**src/rtl/ivc_pkg.sv**
```systemverilog
package ivc_pkg;
   localparam int unsigned OFF_STATUS = 0;
   localparam int unsigned OFF_PEND   = 1;
   localparam int unsigned OFF_EN     = 2;
   localparam int unsigned OFF_ACK    = 3;
   localparam int unsigned OFF_SETEN  = 4;
   localparam int unsigned OFF_CLREN  = 5;
   localparam int unsigned OFF_VEC    = 6;
   localparam int unsigned OFF_MASTER = 7;

   localparam int unsigned MST_OUT_BIT = 0;
   localparam int unsigned MST_HW_BIT  = 1;

   typedef struct packed {
      logic st;
      logic en;
      logic ack;
      logic set;
      logic clr;
      logic mst;
   } ivc_wr_t;
endpackage

```
**src/rtl/ivc_sync.sv**
```systemverilog
module ivc_sync #(
   parameter int W      = 32,
   parameter int STAGES = 2
) (
   input  logic         clk,
   input  logic         rst_n,
   input  logic [W-1:0] din,
   output logic [W-1:0] dout
);
   generate
      if (STAGES < 2) begin : g_bad_stages
         $error("ivc_sync needs at least two stages");
      end
   endgenerate

   logic [STAGES-1:0][W-1:0] chain_q;

   always_ff @(posedge clk) begin
      if (!rst_n) chain_q <= '0;
      else        chain_q <= {chain_q[STAGES-2:0], din};
   end

   assign dout = chain_q[STAGES-1];
endmodule

```
**src/rtl/ivc_capture.sv**
```systemverilog
module ivc_capture #(
   parameter int           W         = 32,
   parameter logic [W-1:0] EDGE_MASK = '0
) (
   input  logic         clk,
   input  logic         rst_n,
   input  logic [W-1:0] lvl,
   input  logic         arm,
   output logic [W-1:0] set_mask
);
   logic [W-1:0] prev_q;

   always_ff @(posedge clk) begin
      if (!rst_n) prev_q <= '0;
      else        prev_q <= lvl;
   end

   generate
      for (genvar i = 0; i < W; i++) begin : g_src
         if (EDGE_MASK[i]) begin : g_edge
            assign set_mask[i] = arm & lvl[i] & ~prev_q[i];
         end else begin : g_level
            assign set_mask[i] = arm & lvl[i];
         end
      end
   endgenerate

   // an edge source cannot fire on two consecutive cycles
   a_r8_edge_once: assert property (@(posedge clk) disable iff (!rst_n)
      ((set_mask & EDGE_MASK) != '0) |=> ((set_mask & EDGE_MASK & $past(set_mask)) == '0));
endmodule

```
**src/rtl/ivc_prio.sv**
```systemverilog
module ivc_prio #(
   parameter int W     = 32,
   parameter int VEC_W = 32
) (
   input  logic [W-1:0]     req,
   output logic [VEC_W-1:0] vec
);
   generate
      if (VEC_W < $clog2(W) + 1) begin : g_bad_vec
         $error("ivc_prio vector too narrow");
      end
   endgenerate

   always_comb begin
      vec = '1;
      for (int i = W - 1; i >= 0; i--) begin
         if (req[i]) vec = VEC_W'(i);
      end
   end
endmodule

```
**src/rtl/irq_vec_ctrl.sv**
```systemverilog
module irq_vec_ctrl
   import ivc_pkg::*;
#(
   parameter int                 N_SRC       = 32,
   parameter int                 DATA_W      = 32,
   parameter int                 ADDR_W      = 6,
   parameter int                 SYNC_STAGES = 2,
   parameter logic [N_SRC-1:0]   EDGE_MASK   = '0
) (
   input  logic              clk,
   input  logic              rst_n,
   input  logic [N_SRC-1:0]  irq_in,
   input  logic              bus_wr,
   input  logic [ADDR_W-1:0] bus_addr,
   input  logic [DATA_W-1:0] bus_wdata,
   output logic [DATA_W-1:0] bus_rdata,
   output logic              irq_out
);
   localparam int IDX_W = ADDR_W - 2;
   localparam int VIDX  = $clog2(N_SRC);

   generate
      if (N_SRC > DATA_W || N_SRC < 2) begin : g_bad_src
         $error("irq_vec_ctrl: N_SRC must be 2..DATA_W");
      end
      if (ADDR_W < 5) begin : g_bad_addr
         $error("irq_vec_ctrl: ADDR_W must cover eight words");
      end
   endgenerate

   logic [IDX_W-1:0]  widx;
   logic [N_SRC-1:0]  wsrc;
   ivc_wr_t           dec;
   logic              unused_lo_bits;

   logic [N_SRC-1:0]  status_q, status_d;
   logic [N_SRC-1:0]  enable_q, enable_d;
   logic [DATA_W-1:0] mst_q, mst_d;
   logic [N_SRC-1:0]  sync_lvl, set_mask, pending;
   logic [DATA_W-1:0] vec_w;

   assign widx           = bus_addr[ADDR_W-1:2];
   assign unused_lo_bits = ^bus_addr[1:0];
   assign wsrc           = bus_wdata[N_SRC-1:0];

   always_comb begin
      dec.st  = bus_wr && (widx == IDX_W'(OFF_STATUS));
      dec.en  = bus_wr && (widx == IDX_W'(OFF_EN));
      dec.ack = bus_wr && (widx == IDX_W'(OFF_ACK));
      dec.set = bus_wr && (widx == IDX_W'(OFF_SETEN));
      dec.clr = bus_wr && (widx == IDX_W'(OFF_CLREN));
      dec.mst = bus_wr && (widx == IDX_W'(OFF_MASTER));
   end

   ivc_sync #(.W(N_SRC), .STAGES(SYNC_STAGES)) u_sync (
      .clk(clk), .rst_n(rst_n), .din(irq_in), .dout(sync_lvl)
   );

   ivc_capture #(.W(N_SRC), .EDGE_MASK(EDGE_MASK)) u_cap (
      .clk(clk), .rst_n(rst_n), .lvl(sync_lvl),
      .arm(mst_q[MST_HW_BIT]), .set_mask(set_mask)
   );

   always_comb begin
      status_d = status_q;
      if (dec.st && !mst_q[MST_HW_BIT]) status_d = wsrc;
      if (dec.ack)                      status_d = status_d & ~wsrc;
      status_d = status_d | set_mask;

      enable_d = enable_q;
      if (dec.en)  enable_d = wsrc;
      if (dec.set) enable_d = enable_q | wsrc;
      if (dec.clr) enable_d = enable_q & ~wsrc;

      mst_d = dec.mst ? bus_wdata : mst_q;
   end

   always_ff @(posedge clk) begin
      if (!rst_n) begin
         status_q <= '0;
         enable_q <= '0;
         mst_q    <= '0;
      end else begin
         status_q <= status_d;
         enable_q <= enable_d;
         mst_q    <= mst_d;
      end
   end

   assign pending = status_q & enable_q;

   ivc_prio #(.W(N_SRC), .VEC_W(DATA_W)) u_prio (
      .req(pending), .vec(vec_w)
   );

   assign irq_out = mst_q[MST_OUT_BIT] & (|pending);

   always_comb begin
      bus_rdata = '0;
      unique case (widx)
         IDX_W'(OFF_STATUS): bus_rdata = DATA_W'(status_q);
         IDX_W'(OFF_PEND):   bus_rdata = DATA_W'(pending);
         IDX_W'(OFF_EN):     bus_rdata = DATA_W'(enable_q);
         IDX_W'(OFF_VEC):    bus_rdata = vec_w;
         IDX_W'(OFF_MASTER): bus_rdata = mst_q;
         default:            bus_rdata = '0;
      endcase
   end

   // a reported vector names a pending source with no lower one pending
   a_r3_vec_lowest: assert property (@(posedge clk) disable iff (!rst_n)
      (vec_w != '1) |-> (pending[vec_w[VIDX-1:0]] &&
                         ((pending & ~({N_SRC{1'b1}} << vec_w[VIDX-1:0])) == '0)));
   // nothing pending means the all-ones vector
   a_r3_vec_none: assert property (@(posedge clk) disable iff (!rst_n)
      (pending == '0) |-> (vec_w == '1));
   // the line is never raised without a valid vector
   a_r4_out_vec: assert property (@(posedge clk) disable iff (!rst_n)
      irq_out |-> (vec_w != '1));
   // acknowledged bits are clear unless captured again in that cycle
   a_r5_ack_clears: assert property (@(posedge clk) disable iff (!rst_n)
      dec.ack |=> ((status_q & $past(wsrc) & ~$past(set_mask)) == '0));
   // set-enable leaves all written ones enabled
   a_r6_set_enable: assert property (@(posedge clk) disable iff (!rst_n)
      dec.set |=> ((enable_q & $past(wsrc)) == $past(wsrc)));
   // capture disarmed and no status write, so no new status bits
   a_r9_no_capture: assert property (@(posedge clk) disable iff (!rst_n)
      (!mst_q[MST_HW_BIT] && !dec.st) |=> ((status_q & ~$past(status_q)) == '0));
   // a status write while armed adds nothing beyond captures
   a_r10_locked: assert property (@(posedge clk) disable iff (!rst_n)
      (mst_q[MST_HW_BIT] && dec.st) |=>
         ((status_q & ~($past(status_q) | $past(set_mask))) == '0));
endmodule

```
**config.mk**
```make
export PLATFORM = sky130hd
export DESIGN_NAME = irq_vec_ctrl
export DESIGN_NICKNAME = d
export VERILOG_FILES = /design/src/rtl/ivc_pkg.sv /design/src/rtl/ivc_sync.sv /design/src/rtl/ivc_capture.sv /design/src/rtl/ivc_prio.sv /design/src/rtl/irq_vec_ctrl.sv
export SDC_FILE = /design/constraint.sdc
export NUM_CORES = 1
export LEC_CHECK = 0
export BUFFER_PORTS_ARGS = -buffer_cell sky130_fd_sc_hd__buf_2
export CORE_UTILIZATION = 35
export CTS_CLUSTER_SIZE = 30
export DETAILED_ROUTE_END_ITERATION = 8
export SLEW_MARGIN = 20
export SYNTH_ARGS = -nofsm -noshare
export SYNTH_HDL_FRONTEND = slang
export SYNTH_HIERARCHICAL = 1
export SYNTH_SLANG_ARGS = --single-unit
export TNS_END_PERCENT = 100
```
**constraint.sdc**
```tcl
create_clock -name clk -period 2.39 [get_ports clk]
set_input_delay 0 -clock clk [delete_from_list [all_inputs] [get_ports clk]]
set_output_delay 0 -clock clk [all_outputs]
set_load 0.03 [all_outputs]
```
==> run_results.csv, run 1 <==
group,metric,value,unit
run_status,outcome,"complete, but fails checks",
run_status,violations,"design-rule violations, negative setup slack",
global_routing,grt_start_max_net_pins,82,
yosys,synthAdderAreaFrac,0,%
yosys,synth_compound_area_share,20.85,%
critical_path,crit_required,2.39,ns
global_routing,grt_pass1_vias,6570,
critical_path,r2r_end,"status_q[29]$_SDFF_PN0_",
clock_network,clock-sinks,160,
sta,hold_viol,0,
yosys,synth_top_family_by_area,"simple AND/OR/NAND/NOR gates",
critical_path,endpoint,"bus_rdata[19]",
sta,fmax,380.1,MHz
finish,fill_cells,2174,
yosys,synthesis.nets,1022,
sta,post-route-min-period,2.631,ns
yosys,synth_seq_area_share,40.37,%
yosys,synth.cell_area,7934,um^2
placement,routabilityCongestion,0.8235,
global_routing,grt_pass1_wl,35.96,mm
floorplan,initial_core_util,36.02,%
critical_path,arrival,2.63,ns
clock_network,clk_root_buffer_cell,"clkbuf_16",
global_routing,grt_util_all_layers,19.91,%
sta,final.setup.tns,-4.446,ns
placement,hpwl,14.07,mm
critical_path,reg2reg_slack,0.75,ns
yosys,synth_seq_cells,160,
critical_path,crit_path_cell_trace,"and2_4 > or4_4 > nor4b_4 > and4_4 > buf_8 > a222oi_1 > o21ai_1 > buf_4",
finish,nets,1120,
critical_path,rr_startpoint,"mst_q[1]$_SDFFE_PN0P_",
yosys,yosysUniqueCellTypes,46,
global_routing,antenna_found_initial,0,
clock_network,cts_tree,"built",
clock_network,cts.htree.levels,4,
clock_network,clock_latency,0.44,ns
yosys,async_flop_share,0,%
yosys,synthSimpleGateAreaFrac,28.32,%
placement,dp_cells,1237,
critical_path,worstRegToRegCells,5,
sta,fin_ws,-0.2408,ns
yosys,synth_edf_count,0,
finish,area_growth_syn_to_layout,25.22,%
clock_network,cts_made_buffers,17,
detailed_routing,first_pass_iters,8,
yosys,synth_top_cell_area_share,40.37,%
sta,rsz0062_at_grt,"true",
critical_path,slowest_stage,"or4_4",
critical_path,critPathTopFamily,"simple AND/OR/NAND/NOR gates",
yosys,syn_avg_cell_area,8.360,um^2
yosys,yosysMostFrequentCell,"dfxtp_1",
sta,maxSlewHeadroom,43.49,%
power,ir_drop,0.4981,mV
yosys,muxShareOfSynthArea,0,%
floorplan,die_h,152.6,um
yosys,synth-xor-area-share,0,%
global_routing,grt_overflow_total,0,
detailed_routing,avgViaCountPerCell,5.344,
critical_path,crit_path_start_kind,"flip-flop",
yosys,synth_ff_type,"dfxtp_1",
detailed_routing,vias,7161,
placement,io_buffer_count,103,
critical_path,max_stage_delay,0.55,ns
critical_path,critical_path_depth,8,
clock_network,clk_pin_slew,0.07,ns
critical_path,crit_buf_inv,2,
critical_path,cp_max_fo,9,
flow_run,cap_violations,0,
floorplan,num_rows,54,
critical_path,cp-startpoint,"status_q[24]$_SDFF_PN0_",
finish,instances_no_fill,1340,
yosys,synth_warnings,6,
sta,final-setup-viol-count,30,
clock_network,clock_path_buffers,2,
power,leakagePower,3.996,nW
finish,drive_above_1_share,29.62,%
sta,max_slew.worst_pin.slew,0.8428,ns
sta,holdWs,0.1733,ns
floorplan,core-area,22030,um^2
sta,skew,0.008692,ns
floorplan,boundaryPins,106,
floorplan,fp.dieArea,23270,um^2
detailed_routing,ant_nets,0,
sta,post-route-period-util,110.1,%
detailed_routing,drc,3,
detailed_routing,wl_per_cell,17.41,um
yosys,synthTopCellsByArea,"dfxtp_1 (40%), and2_2 (9.1%), nor3_1 (6.3%)",
critical_path,crit_type,"reg2out",
detailed_routing,drt_first_iter_violations,540,
critical_path,cp-end-kind,"output port",
worst_hold_path,hold_path.class,"in2reg",
yosys,synth_cells,949,
power,pwr_density_cell,623.1,nW/um^2
detailed_routing,routed_wl,23.33,mm
finish,diodes,0,
floorplan,die_w,152.6,um
yosys,synth_top_area_cell,"dfxtp_1",
yosys,synth_common_cells,"dfxtp_1 (160), nor3_1 (100), and2_2 (96)",
sta,slew_viol_final,0,
sequential cells by signal, summed over array words and instances, names as in the netlist:
| signal | flops |
|---|---|
| enable_q | 32 |
| status_q | 32 |
| u_sync/chain_q | 32 |
| u_sync/dout | 32 |
| mst_q | 32 |
stage by stage:
stage | setup WS (ns) | instance area (um^2) | util (%) | power, mW
CTS | -0.2074 | 9876 | 44.84 | 6.226
finish | -0.2408 | 9935 | 45.10 | 6.190
global placement | 0.1458 | 8408 | 38.17 | 3.305
floorplan | 0.09574 | 7935 | - | 3.150
global route | -0.3256 | 9935 | 45.10 | 6.402
detailed placement | 0.1203 | 8408 | 38.17 | 3.313
kinds of logic after synthesis:
kind of cell,after synthesis
and+or+nand+nor,384
AOI/OAI and AO/OA,248
DFF,160
buffers and inverters,157
worst register-to-register path: stages, from the launching register on:
cell and delay, ns:
dfxtp_1 0.48, buf_4 0.31, nand3b_1 0.16, buf_4 0.31
nor3_1 0.10, nor3_1 0.20
where the power goes:
| group | internal, mW | leakage (nW) | switching (mW) | total, mW |
|---|---|---|---|---|
| logic | 0.273 | 2.38 | 0.305 | 0.579 |
| registers | 2.75 | 1.31 | 0.0328 | 2.78 |
| clock network | 1.60 | 0.301 | 1.23 | 2.83 |
layer usage:
metal | part of all wire, % | vias up | GRT usage [%]
li1 | - | 3476 | -
met1 | 44 | 3354 | 25.39
met2 | 46 | 270 | 32.53
met3 | 6.6 | 61 | 3.811
met4 | 3.1 | 0 | 8.995
met5 | 0 | - | 0
cell type report:
cell class,instances,area (um^2),share of cell area [%]
clock inverter,14,166.4,1.675
sequential,160,3218,32.39
timing repair buffer,199,1553,15.63
inverter,37,138.9,1.398
clock buffer,18,439.2,4.421
multi-input combinational,632,4069,40.96
tap,280,350.3,3.526
cell usage in the layout (no fill, tap or decap), types with 12 or more instances in the layout:
master | Yosys | final
a21boi_1 | 32 | 31
a21oi_1 | 68 | 67
a222oi_1 | 32 | 32
a22o_1 | 32 | 32
and2_1 | 31 | 15
and2_2 | 96 | 96
and2_4 | 2 | 18
buf_2 | 9 | 73
buf_4 | 58 | 54
clkbuf_16 | 0 | 17
dfxtp_1 | 160 | 148
dfxtp_2 | 0 | 12
dlygate4sd3_1 | 0 | 64
inv_1 | 37 | 37
nand2_1 | 71 | 71
nand2b_1 | 34 | 34
nor2_1 | 16 | 16
nor3_1 | 100 | 99
o21ai_0 | 62 | 37
o21ai_1 | 5 | 30
how the worst min path moves through the flow:
stage               slack (ns)  cells after the start           from                       endpoint
floorplan                 0.13                      1  bus_wdata[30]      enable_q[30]$_SDFFE_PN0P_
global placement          0.22                      2     irq_in[12]  u_sync/chain_q[12]$_SDFF_PN0_
detailed placement        0.22                      2     irq_in[12]  u_sync/chain_q[12]$_SDFF_PN0_
CTS                       0.17                      4          rst_n        status_q[21]$_SDFF_PN0_
global route              0.21                      4          rst_n         status_q[7]$_SDFF_PN0_
finish                    0.17                      4          rst_n         status_q[0]$_SDFF_PN0_
timing repair:
action                                  in CTS  in global routing
gates resized for setup                     97                 16
hold buffers                                64                  0
endpoints found under the setup margin      31                 31
endpoints found under the hold margin      128                  0
pin swaps                                   15                  9
setup buffers                                6                  1
(Power assumes the default switching activity.)
==> run 2: changes to the inputs <==
--- a/config.mk
+++ b/config.mk
@@ -9,6 +9,8 @@
 export CORE_UTILIZATION = 35
 export CTS_CLUSTER_SIZE = 30
 export DETAILED_ROUTE_END_ITERATION = 8
+export GPL_TIMING_DRIVEN = 0
+export SETUP_SLACK_MARGIN = 0.2
 export SLEW_MARGIN = 20
 export SYNTH_ARGS = -nofsm -noshare
 export SYNTH_HDL_FRONTEND = slang
==> run_results.csv, run 2 (synthesis gave the netlist of run 1 again) <==
group,metric,value,unit
run_status,outcome,"complete, but fails checks",
run_status,violations,"design-rule violations, negative setup slack",
sta,slew_viol_final,0,
global_routing,grt_pass1_vias,7274,
floorplan,die_w,152.6,um
power,pwr_density_cell,597.7,nW/um^2
worst_hold_path,hold_path.class,"in2reg",
worst_hold_path,hold_depth,2,
finish,layout_commonest_cell,"dfxtp_1",
critical_path,arrival,2.83,ns
finish,drive_above_1_share,33.96,%
detailed_routing,first_pass_iters,9,
clock_network,clk_root_buffer_cell,"clkbuf_16",
placement,io_buffer_count,101,
sta,skew,0.008820,ns
critical_path,crit_required,2.39,ns
critical_path,worstRegToRegCells,4,
sta,final-setup-viol-count,30,
global_routing,grt_util_all_layers,22.57,%
detailed_routing,wl_per_cell,17.91,um
placement,dp_cells,1330,
placement,routabilityCongestion,0.8627,
floorplan,core-area,22030,um^2
placement,hpwl,17.11,mm
power,share_comb_of_total_power,10.3,%
power,net-switching-power,1.516,mW
detailed_routing,vias,7718,
power,swShare,23.79,%
clock_network,clock-sinks,160,
power,totalPowerFinal,6.373,mW
power,clock_power_share,46.0,%
floorplan,num_rows,54,
sta,fmax,353.8,MHz
floorplan,boundaryPins,106,
sta,max_slew.worst_pin.slew,0.8217,ns
finish,area_growth_syn_to_layout,34.39,%
detailed_routing,ant_nets,0,
detailed_routing,avgViaCountPerCell,5.315,
critical_path,cp_max_fo,7,
sta,maxSlewHeadroom,45.22,%
power,ir_drop,0.3780,mV
global_routing,grt_pass1_wl,40.15,mm
finish,final_cell_mix,"dfxtp_1 (142), and2_2 (101), nor3_1 (99)",
sta,hold_viol,0,
finish,diodes,0,
detailed_routing,drt_first_iter_violations,777,
floorplan,fp.dieArea,23270,um^2
detailed_routing,drc,4,
sta,rsz0062_at_grt,"true",
critical_path,crit_type,"reg2out",
sta,post-route-period-util,118.3,%
clock_network,clk_pin_slew,0.06,ns
sta,post-route-min-period,2.827,ns
detailed_routing,routed_wl,26.00,mm
sta,fin_ws,-0.4367,ns
floorplan,initial_core_util,36.02,%
clock_network,cts.htree.levels,4,
floorplan,die_h,152.6,um
critical_path,crit_path_start_kind,"flip-flop",
finish,instances_no_fill,1452,
critical_path,cp-end-kind,"output port",
flow_run,cap_violations,0,
clock_network,clock_latency,0.44,ns
clock_network,cts_made_buffers,17,
power,power.internal,4.857,mW
global_routing,grt_start_max_net_pins,17,
finish,nets,1232,
power,leakagePower,4.399,nW
power,p_seq_share,43.7,%
clock_network,clock_path_buffers,2,
global_routing,antenna_found_initial,0,
global_routing,grt_overflow_total,0,
clock_network,cts_tree,"built",
-- run 2: changes by cell type in the layout (fill, tap and decap cells not counted), moves of 6 or more --
cell,previous run,this run
clkbuf_2,0,9
dfxtp_1,148,142
buf_4,54,89
clkbuf_1,0,43
buf_6,1,25
-- run 2: critical path: stages (launching register included) --
cell	delay, ns
dfxtp_2	0.34
and2_4	0.15
or4_4	0.55
nor4b_4	0.24
buf_4	0.17
and4_4	0.29
buf_4	0.13
a222oi_1	0.05
o21ai_1	0.23
buf_4	0.22
-- run 2: repair_timing --
action | 4_1_cts | 5_1_grt
endpoints found under the setup margin | 33 | 33
pin swaps | 26 | 35
buffers inserted | 14 | 9
endpoints found under the hold margin | 128 | 0
resized for setup | 141 | 23
hold buffers | 64 | 0
cloned | 3 | 0
-- run 2: power by group through the flow --
stage                     Clock [mW]  Sequential, mW  Combinational, mW
after global placement             0            2.84              0.515
after CTS                       2.98            2.78              0.646
after floorplan                    0            2.83              0.319
final                           2.93            2.78              0.658
after global routing            3.10            2.79              0.712
after detailed placement           0            2.84              0.522
-- run 2: worst paths after layout --
check,startpoint,end,slack (ns)
worst max register to register,mst_q[1]$_SDFFE_PN0P_,status_q[25]$_SDFF_PN0_,0.63
worst max-delay path,status_q[24]$_SDFF_PN0_,bus_rdata[31],-0.44
worst min-delay path,rst_n,u_sync/chain_q[29]$_SDFF_PN0_,0.01
worst min register to register,u_sync/chain_q[2]$_SDFF_PN0_,u_sync/dout[2]$_SDFF_PN0_,0.44
-- run 2: layout make-up --
class,count,area [um^2]
Timing Repair Buffer,188,1409
Multi-Input combinational cell,635,4126
Tap cell,280,350.3
Fill cell,2115,11360
Buffer,120,777.0
Clock inverter,12,183.9
Inverter,37,138.9
Clock buffer,20,446.7
Sequential cell,160,3231
-- run 2: metal layers --
metal  global-route usage (%)  wire length, um
met4                    10.05              730
met1                    28.55            11140
met2                    37.05            12230
met3                    4.608             1896
met5                        0                0
-- run 2: stage by stage --
step	hold WS, ns	instance area [um^2]	setup slack [ns]	setup TNS (ns)	util (%)
after floorplan	0.1255	7940	0.2264	0	-
after global placement	0.2190	8796	-0.1961	-2.878	39.93
after detailed placement	0.2163	8796	-0.1641	-2.433	39.93
after CTS	0.02805	10540	-0.4424	-10.90	47.84
after global routing	0.03550	10660	-0.5035	-12.59	48.41
final	0.01201	10660	-0.4367	-10.26	48.41
